[src/rtl/stall_pkg.sv]
package stall_pkg;
  typedef enum logic [2:0] {
    UNIT_EXEC  = 3'd0,
    UNIT_CMP   = 3'd1,
    UNIT_MAC   = 3'd2,
    UNIT_CTI   = 3'd3,
    UNIT_LOAD  = 3'd4,
    UNIT_STORE = 3'd5
  } unit_e;

  // classes that compare two sources against the load mark
  function automatic logic checks_two(input logic [2:0] u);
    return (u == UNIT_EXEC) || (u == UNIT_CMP) || (u == UNIT_MAC);
  endfunction
endpackage

[src/rtl/sat_counter.sv]
module sat_counter #(
  parameter int CNT_W = 32,
  parameter int INC_W = 3
) (
  input  logic             clk,
  input  logic             rst,
  input  logic             en,
  input  logic [INC_W-1:0] inc,
  output logic [CNT_W-1:0] cnt
);
  logic [CNT_W:0] sum;

  always_comb begin
    sum = {1'b0, cnt} + {{(CNT_W+1-INC_W){1'b0}}, inc};
  end

  always_ff @(posedge clk) begin
    if (rst)             cnt <= '0;
    else if (en) begin
      if (sum[CNT_W])    cnt <= '1;
      else               cnt <= sum[CNT_W-1:0];
    end
  end

  // a counter only moves upward, never wraps
  assert_no_wrap_R9: assert property (@(posedge clk) disable iff (rst)
    1'b1 |=> cnt >= $past(cnt));
endmodule

[src/rtl/load_hazard_sb.sv]
module load_hazard_sb
  import stall_pkg::*;
#(
  parameter int NUM_REGS = 16,
  localparam int REG_W = $clog2(NUM_REGS)
) (
  input  logic             clk,
  input  logic             rst,
  input  logic             acc,
  input  logic [2:0]       unit,
  input  logic             s0_vld,
  input  logic [REG_W-1:0] s0_reg,
  input  logic             s1_vld,
  input  logic [REG_W-1:0] s1_reg,
  input  logic [REG_W-1:0] dst,
  output logic [1:0]       hits
);
  logic [NUM_REGS-1:0] mark_q;
  logic chk0, chk1, hit0, hit1;

  always_comb begin
    chk1 = checks_two(unit);
    chk0 = chk1 || (unit == UNIT_CTI);
    hit0 = acc && chk0 && s0_vld && mark_q[s0_reg];
    hit1 = acc && chk1 && s1_vld && mark_q[s1_reg];
    hits = {1'b0, hit0} + {1'b0, hit1};
  end

  // every accepted beat retires the mark; a load leaves its own behind
  always_ff @(posedge clk) begin
    if (rst) mark_q <= '0;
    else if (acc) begin
      mark_q <= '0;
      if (unit == UNIT_LOAD) mark_q[dst] <= 1'b1;
    end
  end

  assert_single_mark_R5: assert property (@(posedge clk) disable iff (rst)
    $onehot0(mark_q));
  assert_mark_retired_R5: assert property (@(posedge clk) disable iff (rst)
    acc && (unit != UNIT_LOAD) |=> mark_q == '0);
  assert_idle_keeps_mark_R5: assert property (@(posedge clk) disable iff (rst)
    !acc |=> $stable(mark_q));
endmodule

[src/rtl/stall_monitor.sv]
module stall_monitor
  import stall_pkg::*;
#(
  parameter int NUM_REGS = 16,
  parameter int CNT_W    = 32,
  parameter int PENALTY  = 2,
  localparam int REG_W = $clog2(NUM_REGS),
  localparam int INC_W = $clog2(2*PENALTY+1)
) (
  input  logic             clk,
  input  logic             rst,
  input  logic             ret_valid,
  output logic             ret_ready,
  input  logic [2:0]       ret_unit,
  input  logic             src0_vld,
  input  logic [REG_W-1:0] src0_reg,
  input  logic             src1_vld,
  input  logic [REG_W-1:0] src1_reg,
  input  logic [REG_W-1:0] dst_reg,
  input  logic             br_taken,
  output logic [CNT_W-1:0] load_stall_cnt,
  output logic [CNT_W-1:0] cti_stall_cnt,
  output logic [CNT_W-1:0] taken_cnt,
  output logic [CNT_W-1:0] untaken_cnt
);
  logic             acc, is_cti;
  logic [1:0]       hits;
  logic [INC_W-1:0] ls_inc, cs_inc, one_inc;

  assign ret_ready = 1'b1;

  always_comb begin
    acc     = ret_valid;
    is_cti  = acc && (ret_unit == UNIT_CTI);
    ls_inc  = INC_W'(hits) * INC_W'(PENALTY);
    cs_inc  = INC_W'(PENALTY);
    one_inc = INC_W'(1);
  end

  load_hazard_sb #(.NUM_REGS(NUM_REGS)) sb_i (
    .clk(clk), .rst(rst), .acc(acc), .unit(ret_unit),
    .s0_vld(src0_vld), .s0_reg(src0_reg),
    .s1_vld(src1_vld), .s1_reg(src1_reg),
    .dst(dst_reg), .hits(hits)
  );

  sat_counter #(.CNT_W(CNT_W), .INC_W(INC_W)) ls_cnt_i (
    .clk(clk), .rst(rst), .en(hits != 2'd0), .inc(ls_inc), .cnt(load_stall_cnt));
  sat_counter #(.CNT_W(CNT_W), .INC_W(INC_W)) cs_cnt_i (
    .clk(clk), .rst(rst), .en(is_cti && br_taken), .inc(cs_inc), .cnt(cti_stall_cnt));
  sat_counter #(.CNT_W(CNT_W), .INC_W(INC_W)) tk_cnt_i (
    .clk(clk), .rst(rst), .en(is_cti && br_taken), .inc(one_inc), .cnt(taken_cnt));
  sat_counter #(.CNT_W(CNT_W), .INC_W(INC_W)) un_cnt_i (
    .clk(clk), .rst(rst), .en(is_cti && !br_taken), .inc(one_inc), .cnt(untaken_cnt));

  assert_store_inert_R8: assert property (@(posedge clk) disable iff (rst)
    ret_valid && (ret_unit == UNIT_STORE) |=>
      $stable(load_stall_cnt) && $stable(cti_stall_cnt) &&
      $stable(taken_cnt) && $stable(untaken_cnt));
  assert_absent_src_R4: assert property (@(posedge clk) disable iff (rst)
    ret_valid && !src0_vld && !src1_vld |=> $stable(load_stall_cnt));
  assert_taken_side_R7: assert property (@(posedge clk) disable iff (rst)
    ret_valid && (ret_unit == UNIT_CTI) && br_taken |=> $stable(untaken_cnt));
  assert_untaken_side_R7: assert property (@(posedge clk) disable iff (rst)
    ret_valid && (ret_unit == UNIT_CTI) && !br_taken |=>
      $stable(taken_cnt) && $stable(cti_stall_cnt));
  assert_idle_R10: assert property (@(posedge clk) disable iff (rst)
    !ret_valid |=> $stable(load_stall_cnt) && $stable(cti_stall_cnt) &&
      $stable(taken_cnt) && $stable(untaken_cnt));
  assert_load_no_charge_R11: assert property (@(posedge clk) disable iff (rst)
    ret_valid && (ret_unit == UNIT_LOAD) |=> $stable(load_stall_cnt));
endmodule

[config.mk]
export PLATFORM = sky130hd
export DESIGN_NAME = stall_monitor
export DESIGN_NICKNAME = d
export VERILOG_FILES = /design/src/rtl/stall_pkg.sv /design/src/rtl/sat_counter.sv /design/src/rtl/load_hazard_sb.sv /design/src/rtl/stall_monitor.sv
export SDC_FILE = /design/constraint.sdc
export NUM_CORES = 1
export LEC_CHECK = 0
export ABC_AREA = 0
export BUFFER_PORTS_ARGS = -buffer_cell sky130_fd_sc_hd__buf_2
export CORE_MARGIN = 3
export CORE_UTILIZATION = 50
export CTS_CLUSTER_DIAMETER = 30
export DETAILED_ROUTE_END_ITERATION = 16
export PLACE_DENSITY = 0.78
export SLEW_MARGIN = 0
export SYNTH_ARGS = -nofsm -noshare
export SYNTH_HDL_FRONTEND = slang
export SYNTH_SLANG_ARGS = --single-unit
[constraint.sdc]
create_clock -name clk -period 3.8 [get_ports clk]
set_input_delay 0.38 -clock clk [delete_from_list [all_inputs] [get_ports clk]]
set_output_delay 0.38 -clock clk [all_outputs]
set_load 0.03 [all_outputs]
**Word-level counts from Yosys, hierarchy flattened**

Cells that the tools add are included.

- Flip-flop bits (word level): 144
- Output and inout bits: 129
- Input port bits: 21
- Logic and storage cells: 45

- Multiplexer cells: 11
- Reduce and logical (&&, ||, !) cells: 16
- Equality and inequality tests: 4
- Add/subtract/negate cells: 5
- Order comparisons: 4

Operators with widths:

| operator | count |
|---|---|
| $mux W32 | 4 |
| $add A32 B1 Y33 const B | 2 |
| $add A32 B2 Y33 const B | 1 |
| $add A32 B3 Y33 | 1 |
| $mux W16 | 1 |
| $lt A4 B5 Y1 const B | 3 |
| $logic_and A1 B1 Y1 | 10 |
| $bmux W1 S4 | 2 |
| $eq A3 B2 Y1 const B | 2 |
| $demux W1 S4 | 1 |
| $ge A4 B1 Y1 const B | 1 |
| $eq A3 B1 Y1 const B | 1 |
| $eq A3 B3 Y1 const B | 1 |
| $logic_not A3 Y1 | 1 |
| $logic_or A1 B1 Y1 | 3 |
| $mux W1 | 3 |
| $add A1 B1 Y2 | 1 |
| $reduce_bool A2 Y1 | 1 |
| $logic_not A1 Y1 | 1 |

**Logic depth before layout (Yosys ltp)**

- Word-level depth: 10
- Depth in mapped cells: 14
- Mapped depth without buffers: 13

**By module**

From an unflattened synthesis, not the netlist that was laid out.

- Cells, all modules: 860
- Area, all modules: 8,000.2 µm²

Modules (own cells, without submodules):

| module | cells an instance | instances | seq. area each (µm²) | area each (µm²) |
|---|---|---|---|---|
| sat_counter | 187 | 4 | 640.6 | 1,749.2 |
| load_hazard_sb | 105 | 1 | 320.3 | 949.7 |
| stall_monitor | 7 | 1 | 0.0 | 53.8 |

**Worst setup path after synthesis**

Ideal clock, no wire load.

- Path kind: input port to flip-flop
- Start point: in src1_reg[0]
- End point: reg ls_cnt_i.cnt[23]
- Stages: 13
- Buffers on the path: 1
- Required time: 3,730 ps
- Slack: -162 ps
- Arrival time: 3,892 ps
- Path through: mux4_2 > mux4_2 > and4_1 > ha_1 > ha_1 > inv_1 > fa_1 > nor4bb_1 > and4_1 > clkbuf_1 > nand4_1 > xor2_1 > a21oi_1

- Cells in the longest elaborated chain, start to end: 6
- Elaborated cells between the ends (all ways): 7

Ends and longest elaborated chain:

| item | line | text |
|---|---|---|
| start: declaration | stall_monitor.sv:18 | `input logic [REG_W-1:0] src1_reg,` |
| $bmux W1 S4 (*) | load_hazard_sb.sv:25 | `hit1 = acc && chk1 && s1_vld && mark_q[s1_reg];` |
| $mux W1 (implied by the code) (*) | load_hazard_sb.sv:25 |  |
| $logic_and A1 B1 Y1 (*) | load_hazard_sb.sv:25 |  |
| $add A1 B1 Y2 (*) | load_hazard_sb.sv:26 | `hits = {1'b0, hit0} + {1'b0, hit1};` |
| $add A32 B3 Y33 | sat_counter.sv:14 | `sum = {1'b0, cnt} + {{(CNT_W+1-INC_W){1'b0}}, inc};` |
| $mux W32 | sat_counter.sv:20 | `if (sum[CNT_W]) cnt <= '1;` |
| end signal: assignment | sat_counter.sv:21 | `else cnt <= sum[CNT_W-1:0];` |
| end: declaration | sat_counter.sv:9 | `output logic [CNT_W-1:0] cnt` |

Every way passes the cells marked *; elsewhere a longest branch is shown, timed or not. The select of a mux whose other input is x is not followed.
A chain may end at the register's enable or synchronous reset.

**Worst setup path in the final report**

- Start point: reg sb_i.mark_q[3]
- End point: reg ls_cnt_i.cnt[31]

- Cells in the longest elaborated chain, start to end: 6
- Elaborated cells between the ends (all ways): 10

Ends and longest elaborated chain:

| item | line | text |
|---|---|---|
| start: declaration | load_hazard_sb.sv:18 | `logic [NUM_REGS-1:0] mark_q;` |
| start signal: assignment | load_hazard_sb.sv:31 | `if (rst) mark_q <= '0;` |
| start signal: assignment | load_hazard_sb.sv:33 | `mark_q <= '0;` |
| start signal: indexed assignment | load_hazard_sb.sv:34 | `if (unit == UNIT_LOAD) mark_q[dst] <= 1'b1;` |
| $bmux W1 S4 (on tied branches) | load_hazard_sb.sv:24, load_hazard_sb.sv:25 |  |
| $mux W1 (on tied branches) | load_hazard_sb.sv:24, load_hazard_sb.sv:25 |  |
| $logic_and A1 B1 Y1 (on tied branches) | load_hazard_sb.sv:24, load_hazard_sb.sv:25 |  |
| $add A1 B1 Y2 (*) | load_hazard_sb.sv:26 |  |
| $add A32 B3 Y33 | sat_counter.sv:14 |  |
| $mux W32 | sat_counter.sv:20 |  |

Marked as above.

==> results by group <==
Floorplanning
  • IO Pins: 150
  • Placement Rows: 42
  • Die area: roughly 16000 µm²
  • Initial Util: 0.524
  • Height of the die: 125 µm
  • Die boundary width: around 130 µm
  • Core Region: roughly 14000 µm²

Clock network
  • Num Clock Sinks: around 140
  • Hold Buf Count CTS: 0
  • Clock transition at path regs: roughly 0.06 ns
  • Clock Path Buffers: 2
  • CTS root buf: clkbuf_16
  • Htree depth: 4
  • Setup bufs post-CTS: 0
  • CTS resizes: 0
  • Worst skew pair latency: between 0.4 and 0.5 ns
  • CTS buffer count: 17
  • CTS tree: done

Power
  • Max VDD drop: 0.000327 V
  • Leak pwr: between 3 and 4 nW
  • P per Cell Area: between 300 and 400 nW/µm²
  • Final Total Pwr: between 3 and 4 mW

Timing
  • Hold Vio Cnt, Final: 0
  • Fin Hold WS: ~0.36 ns
  • Final setup vio count: 0
  • RSZ-0062 raised after global routing: no
  • Fmax: between 0.2 and 0.3 GHz
  • Rel. slew slack: 0.324
  • Setup TNS: 0 ns
  • Max Slew Vio Count: 0
  • Final setup skew: 0.00555 ns
  • Period utilisation layout: 0.935
  • Minimum clock period: roughly 3.6 ns
  • Worst slew pin tran: approximately 1 ns

Synth
  • Synth top area share: 0.404
  • Most frequent cells after synthesis: dfxtp_1 (144), a21oi_1 (118), nand2_1 (55)
  • Post-synth ARST share: 0
  • Netlist Area Pre-Place: between 7000 and 8000 µm²
  • Top post-synthesis cells by area: dfxtp_1 (40%), a21oi_1 (8.3%), xor2_1 (5.3%)
  • Synth Area in Adders: 0.0151
  • Largest family of logic cells by synthesized area: simple AND/OR/NAND/NOR gates
  • Syn Inst Count: just over 800
  • Ys Warns: 0
  • Most area-hungry cell type in the Yosys netlist: dfxtp_1
  • Mux cell area share after synthesis: 0.0360
  • Ys flop type: dfxtp_1
  • Synth cell types: 56
  • Seq/Total Area, Yosys: 0.404
  • Most frequent cell after synthesis: dfxtp_1
  • Flops & latches, synth: ~140
  • Post-synth EDFFs: 0
  • Synthesized net count: ~860
  • Syn_area_per_cell: about 8.6 µm²
  • Synth Area in XOR/XNOR: 0.104
  • Synth Area in Compound Gates: 0.132
  • Simple-gate share of the synthesized area: 0.274

Route
  • Final WL: roughly 18 mm
  • Pre-antenna DRT Iters: 5
  • DR vias/cell: between 5 and 6
  • Vias: 6810
  • Antenna Nets Post-Route: 0
  • WL/cell: approximately 16 µm
  • DR DRC count: 0
  • First DRT Iteration DRCs: between 400 and 500

Final layout
  • Share of cells above drive strength 1: 0.216
  • Nets: roughly 1000
  • N_diodes: 0
  • Register Area: 2880 µm²
  • Synth-to-layout area growth: 21.5%
  • Final Non-Filler Cells: ~1200
  • Multi-input gate area: 4020 µm²
  • Fillers: roughly 1200

Worst setup path
  • Reg2reg setup slack: 0.25 ns
  • CP cell instances: mux4_2, mux4_2, and4_1, ha_1, ha_1, inv_1, fa_1, nor4bb_4, and4_1, buf_4, nand4_1, xor2_1, a21oi_1
  • Crit. End Element: register
  • Crit Path Class: register to register
  • CP top delay family: multiplexers
  • Critical Path RT: 4.16 ns
  • Crit path max fanout: 8
  • Slowest CP cell: mux4_2
  • Startpoint Class: register
  • WP buf/inv: 2
  • Worst EP arrival: ~3.9 ns
  • Critical Path Max Stage Delay: about 0.47 ns

Run
  • Number of max-cap violations: 0

Run status
  • Status: finished, final reports clean

GRT
  • GRT Residual Overflow: 0
  • Tot GR Track Use: 0.229
  • Vias in the first global route: 6092
  • Largest net degree at the start of global routing: between 70 and 80
  • Initial antenna violation count: 0
  • First-pass GRT wire length: between 30 and 40 mm

Placement
  • Dpl cells: around 1100
  • Port Buf Inserts: roughly 150
  • Hpwl dp: around 13 mm
  • Gpl congestion: slightly above 0.9

Worst hold path
  • Worst Hold Class: input port to register
## layer usage
layer,GRT usage,vias to the layer above,share of wire
li1,-,3308,-
met1,0.310,3228,0.45
met2,0.360,246,0.46
met3,0.0567,28,0.069
met4,0.0797,0,0.018
met5,0,-,0
## report_power, final
group | switching, mW | total (mW) | leakage (nW) | internal (mW)
logic | 0.0549 | 0.0793 | 1.99 | 0.0244
clock network | 0.632 | 1.66 | 0.292 | 1.03
registers | 0.00174 | 1.51 | 1.16 | 1.51
total | 0.688 | 3.25 | 3.44 | 2.57
## path summary, 6_finish.rpt
check / start / to / cells after the start
hold / removal: dst_reg[2] / sb_i.mark_q[11] / 4
hold reg to reg: cs_cnt_i.cnt[0] / cs_cnt_i.cnt[0] / 2
setup reg to reg: sb_i.mark_q[3] / ls_cnt_i.cnt[31] / 13
setup / recovery: sb_i.mark_q[3] / ls_cnt_i.cnt[31] / 13
## registers in the layout, summed over array words and instances, names as in the netlist
| name | count |
|---|---|
| un_cnt_i.cnt | 32 |
| ls_cnt_i.cnt | 32 |
| tk_cnt_i.cnt | 32 |
| sb_i.mark_q | 16 |
| cs_cnt_i.cnt | 32 |
## final cells by class
cell class	instances	share of cell area
sequential	144	0.333
clock buffer	22	0.0559
inverter	19	0.00824
tap	176	0.0254
clock inverter	10	0.0126
timing repair buffer	163	0.100
multi-input combinational	623	0.465
## worst register-to-register path, cell delays in order (launching register included)
cell and delay (ns):
dfxtp_1 0.33, mux4_2 0.47, mux4_2 0.45, and4_1 0.22, ha_1 0.29, ha_1 0.16
inv_1 0.05, fa_1 0.41, nor4bb_4 0.31, and4_1 0.22, buf_4 0.16, nand4_1 0.12
xor2_1 0.16, a21oi_1 0.13
## cells by family after synthesis
logic type,after synthesis
mux,13
simple gates,349
fa+ha+maj,8
compound gates,167
other cells,1
xor+xnor,85
flops,144
buf+inv,61
## metrics by stage
stage | setup WS (ns) | instance area, µm² | utilization
3_5_place_dp | -0.0243 | 8070 | 0.593
4_1_cts | 0.233 | 8660 | 0.636
2_1_floorplan | 0.0807 | 7140 | -
6_report | 0.245 | 8660 | 0.636
5_1_grt | 0.0293 | 8660 | 0.636
3_3_place_gp | 0.0284 | 8070 | 0.593
## cells in the final DEF (no fill, tap or decap), types with 3 or more instances in the layout
master and n:
a211oi_1 7, a21oi_1 118, a311oi_1 6, a31oi_1 16, and2_0 3, and2_1 4
and3_1 32, and3b_1 4, and4_1 21, buf_2 147, buf_4 15, clkbuf_16 17
clkbuf_8 4, clkinv_2 5, dfxtp_1 144, ha_1 7, inv_1 19, mux4_2 10
nand2_1 55, nand3_1 52, nand3b_1 3, nand4_1 31, nor2_1 47, nor2b_1 19
nor3_1 33, nor3b_1 6, nor4_1 17, o21a_1 3, o21ai_0 6, or3_1 5
xnor2_1 42, xor2_1 43
No activity file was read; power rests on OpenSTA's default activity.
